==> src/rtl/wsum_tree.sv <==
module wsum_tree #(
  parameter int N_BITS  = 12,
  parameter int W_WIDTH = 8,
  parameter logic [N_BITS*W_WIDTH-1:0] WEIGHTS = {
    8'd180, 8'd150, 8'd130, 8'd101, 8'd90, 8'd77,
    8'd61,  8'd55,  8'd40,  8'd33,  8'd16, 8'd12},
  localparam int LAT   = $clog2(N_BITS),
  localparam int PAD   = 1 << LAT,
  localparam int SUM_W = W_WIDTH + LAT
) (
  input  logic              clk,
  input  logic              rst,
  input  logic              in_valid,
  input  logic [N_BITS-1:0] in_mask,
  output logic              out_valid,
  output logic [SUM_W-1:0]  out_sum
);

  logic [SUM_W-1:0] leaf [PAD];
  logic [LAT-1:0]   vld;

  for (genvar i = 0; i < PAD; i++) begin : g_leaf
    if (i < N_BITS) begin : g_real
      assign leaf[i] = in_mask[i] ? SUM_W'(WEIGHTS[i*W_WIDTH +: W_WIDTH]) : '0;
    end else begin : g_pad
      assign leaf[i] = '0;
    end
  end

  for (genvar l = 0; l < LAT; l++) begin : lvl
    localparam int CNT = PAD >> (l + 1);
    for (genvar i = 0; i < CNT; i++) begin : node
      logic [SUM_W-1:0] q;
      if (l == 0) begin : g_first
        always_ff @(posedge clk)
          if (rst) q <= '0;
          else     q <= leaf[2*i] + leaf[2*i+1];
      end else begin : g_next
        always_ff @(posedge clk)
          if (rst) q <= '0;
          else     q <= lvl[l-1].node[2*i].q + lvl[l-1].node[2*i+1].q;
      end
    end
  end

  always_ff @(posedge clk)
    if (rst) vld <= '0;
    else     vld <= {vld[LAT-2:0], in_valid};

  assign out_valid = vld[LAT-1];
  assign out_sum   = lvl[LAT-1].node[0].q;

endmodule

==> config.mk <==
export PLATFORM = sky130hd
export DESIGN_NAME = wsum_tree
export DESIGN_NICKNAME = d
export VERILOG_FILES = /design/src/rtl/wsum_tree.sv
export SDC_FILE = /design/constraint.sdc
export NUM_CORES = 1
export LEC_CHECK = 0
export BUFFER_PORTS_ARGS = -buffer_cell sky130_fd_sc_hd__buf_2
export CORE_ASPECT_RATIO = 1.5
export CORE_MARGIN = 2
export CORE_UTILIZATION = 50
export CTS_BUF_LIST = sky130_fd_sc_hd__clkbuf_16
export CTS_CLUSTER_DIAMETER = 100
export DETAILED_ROUTE_END_ITERATION = 8
export PLACE_DENSITY_LB_ADDON = 0.05
export SYNTH_ARGS = -nofsm -noshare
export SYNTH_HDL_FRONTEND = slang
export SYNTH_SLANG_ARGS = --single-unit
==> constraint.sdc <==
create_clock -name clk -period 3.6 [get_ports clk]
set_clock_uncertainty 0.05 [all_clocks]
set_input_delay 0.18 -clock clk [delete_from_list [all_inputs] [get_ports clk]]
set_output_delay 0.18 -clock clk [all_outputs]
set_load 0.02 [all_outputs]
Word level (Yosys, flattened, before mapping)
Index checks and enable logic that the tools add are counted.
{"block": "op_classes", "addsub": 11, "muxes": 12}
{"operator": "$add A12 B12 Y12", "count": 5}
{"operator": "$mux W6", "count": 4}
{"operator": "$mux W8", "count": 3}
{"operator": "$mux W7", "count": 3}
{"operator": "$add A6 B6 Y7", "count": 2}
{"operator": "$add A7 B8 Y9", "count": 1}
{"operator": "$add A8 B8 Y9", "count": 1}
{"operator": "$add A7 B7 Y8", "count": 1}
{"operator": "$add A4 B5 Y6", "count": 1}
{"operator": "$mux W5", "count": 1}
{"operator": "$mux W4", "count": 1}
{"block": "word_totals", "regBits": 148, "in_bits": 15, "output_inout_bits": 13, "elab_cells": 36}

Logic depth before layout (Yosys ltp)
{"block": "logic_depth", "word_depth": 2, "mapped_depth": 8, "depth_no_buf": 8}

Least setup slack after synthesis
No wires, ideal clock.
{"block": "synth_timing", "path_type": "register to register", "from": "register lvl[2].node[0].q[3]", "to": "register lvl[3].node[0].q[9], in the netlist out_sum[9]", "setup_ps": 134, "t_arrival_ps": 1674, "t_required_ps": 3416, "setup_slack_ps": 1742, "stages_incl_launch_ff": 7, "n_path_buf": 0, "synth_period_minus_slack_ps": 1858, "path_cell_list": "dfxtp_1 ha_1 nand3_1 o2111ai_2 nand4_1 mux2i_1 or4_1"}
{"block": "synth_between", "elab_chain_len": 1}
{"element": "from (decl)", "line_no": "33", "source": "logic [SUM_W-1:0] q;"}
{"element": "from (signal assigned)", "line_no": "41", "source": "else q <= lvl[l-1].node[2*i].q + lvl[l-1].node[2*i+1].q;"}
{"element": "$add A12 B12 Y12", "line_no": "41"}
{"element": "to (signal assigned)", "line_no": "41"}
{"element": "to (decl)", "line_no": "33"}
No other way between the ends.
A chain may end at the register's enable or synchronous reset.

Worst setup path in the final report
Same ends and word-level chain as after synthesis.

==> flow_summary.ini <==
[status]
outcome = completed

[placement]
dp_hpwl_mm = 4.072
gp_congestion = 0.7836
dp.cells = 446
portBuffers = 26
pre_cts_ws_ns = 1.590

[clock_tree]
cts_buffers = 9
clkTransAtPathRegs_ns = 0.06
cts_resized = 0
cts_max_level = 3
cts_root_buf = clkbuf_16
ctsHoldBuffers = 0
insertion_delay_ns = 0.32
numClockSinks = 83
cts_setup_buffers = 0
clockBufferDepth = 2
cts_tree = done

[routing]
ant_nets = 0
drc_errors = 0
first_iter_violations = 50
routed_wl_mm = 5.404
first_pass_iters = 4
vias_per_cell = 5.126
dr_total_vias = 2368
routedWlPerCell_um = 11.70

[grt]
grt_use_met2_pct = 28.83
overflow = 0
grt_start_max_net_pins = 82
antenna_found_initial = 0
grt_pass1_vias = 2207
grtUsageTotal_pct = 15.40
use_met3_pct = 3.652
grt_first_pass_wirelength_mm = 9.259
met1_usage_pct = 15.58
busiest_layer = met2

[setup_path]
r2r-start = lvl[2].node[0].q[3]
r2r-end = out_sum[9]
critPathLaunch = lvl[2].node[0].q[3]
crit_path_end = out_sum[9]
reg2reg_slack_ns = 1.60
rr_worst_depth = 6
cp_slowest_cell = or4_1
cp_data_required_time_ns = 3.75
end_kind = flip-flop
criticalPathCategory = reg -> reg
crit_chain = ha_1 > nand3_1 > o2111ai_2 > nand4_1 > mux2i_1 > or4_1
start_kind = flip-flop
slowest_delay_ns = 0.51
cp_max_fo = 5
cp_data_arrival_time_ns = 2.15

[finish]
nets = 438
area_growth_pct = 15.15
instances_no_fill = 462
diodes = 0
drive_above_1_share_pct = 12.24
layout_common_cells = dfxtp_1, nor2b_1, nor2_1, ha_1, buf_2
final_common_cell = dfxtp_1

[timing]
maxSlewViolCount = 0
fin_ws_ns = 1.595
whs_ns = 0.008181
fin_crit_sh_pct = 55.69
slew_headroom_pct = 49.38
fin_crit_ns = 2.005
rsz0062_at_grt = false
fmax_mhz = 498.8
setup_violations = 0
tns_ns = 0
worst_slew_pin_slew_ns = 0.7594
hold_viol = 0

[synthesis]
yosys.area_share.simple_pct = 19.38
netlist_area_um2 = 3576
synth-compound-area-share_pct = 9.447
muxShareOfSynthArea_pct = 0.2799
synth-xor-area-share_pct = 5.388
synth_nets = 412
synthArstFlopShare_pct = 0
synth_cell_types = 43
synth_top_family_by_area = simple AND/OR/NAND/NOR gates
ys_seq_area_share_pct = 46.47
synth_cells = 353
ys_ff_latch = 83
synth_top_flop_cell = dfxtp_1
synth_fa_ha_area_share_pct = 16.03
avgSynthCellArea_um2 = 10.13
synth_edf_count = 0
yosys_warnings = 0

[power]
seq_power_share_pct = 43.4
intPower_mw = 1.809
worst_ir_drop_vdd_v = 0.0003657
p_leak_nw = 1.874
power_density_nw_per_um2 = 555.0
design_power_total_mw = 2.285
clkPwrFrac_pct = 47.8
p_sw_mw = 0.4768
pwr-share-comb_pct = 8.8
switching_share_pct = 20.86

[die]
die_y_um = 107.6
num_rows = 37
core-area_um2 = 6898
start_util_pct = 51.84
die_x_um = 73.05
ioPinCount = 28
die_area_um2 = 7858

[hold_path]
min_path_type = in -> reg

[flow_run]
cap_viol_max_count = 0
==> cell families after synthesis <==
family	after synthesis
adder cells (fa/ha/maj)	44
other	1
AND/OR/NAND/NOR	128
XOR/XNOR	22
AO/OA/AOI/OAI	50
buffers and inverters	24
flip-flops	83
multiplexers	1
==> state kept, by name (all words and copies together), names as in the netlist <==
| name | cells |
|---|---|
| lvl.node.q | 68 |
| out_sum | 11 |
| vld | 4 |
==> layout make-up <==
cell class / count / area, um^2
clock buffers: 9 / 225.2
clock inverters: 7 / 140.1
fillers: 600 / 2780
inverters: 12 / 45.04
multi-input cells: 246 / 1810
flip-flops and latches: 83 / 1662
well taps: 78 / 97.59
repair buffers: 27 / 137.6
==> metrics by stage <==
step | instance area (um^2) | util [%]
after CTS | 4118 | 59.70
after global placement | 3752 | 54.40
after global routing | 4118 | 59.70
after floorplan | 3576 | -
after detailed placement | 3752 | 54.40
final | 4118 | 59.70
==> worst max-delay path: cells and delay by family, from the launching register on <==
family | cells | cell delay [ns]
and+or+nand+nor | 3 | 0.77
adders and majority gates | 1 | 0.36
DFF | 1 | 0.30
AOI/OAI and AO/OA | 1 | 0.25
muxes | 1 | 0.14
==> per-layer routing <==
layer  up-vias  wire length, um
met3        11              176
met4         0              105
met1      1071             2156
li1       1244                -
met5         -                0
met2        42             2966
==> synth_stat cells, types with 2 or more instances <==
cell,instances,area [um^2]
clkbuf_1,7,26.28
nor3_1,7,35.03
a211oi_1,8,60.06
dfxtp_1,83,1662
o21a_1,4,30.03
a21oi_1,9,45.04
nand2b_1,3,18.77
inv_1,12,45.04
xnor2_1,10,87.58
nor3b_1,6,45.04
o21ai_0,12,60.06
fa_1,3,60.06
xor2_1,12,105.1
ha_1,41,513.0
nand3b_1,2,15.01
a21o_1,6,45.04
nand2_1,6,22.52
nor4b_1,2,17.52
a31oi_1,2,12.51
nand3_1,5,25.02
nor2_1,43,161.4
nor2b_1,46,287.8
or4_1,2,15.01
buf_1,3,11.26
==> power by group through the flow <==
stage                     logic, mW  registers, mW  clock network [mW]
after floorplan               0.149           1.02                   0
after global placement        0.201           1.01                   0
after detailed placement      0.202           1.01                   0
after CTS                     0.204          0.993                1.12
after global routing          0.231          0.999                1.15
final                         0.201          0.993                1.09
==> worst min-delay path by stage <==
stage          cells past startpoint        from  slack (ns)                  end
6_report                           2  in_mask[9]       0.008  lvl[0].node[4].q[1]
5_1_grt                            2  in_mask[9]       0.002  lvl[0].node[4].q[1]
4_1_cts                            2  in_mask[0]      0.0007  lvl[0].node[0].q[3]
3_5_place_dp                       2  in_mask[0]        0.34  lvl[0].node[0].q[3]
3_3_place_gp                       2  in_mask[9]        0.34  lvl[0].node[4].q[1]
2_1_floorplan                      1  in_mask[0]        0.26  lvl[0].node[0].q[3]
(Power assumes the default switching activity.)
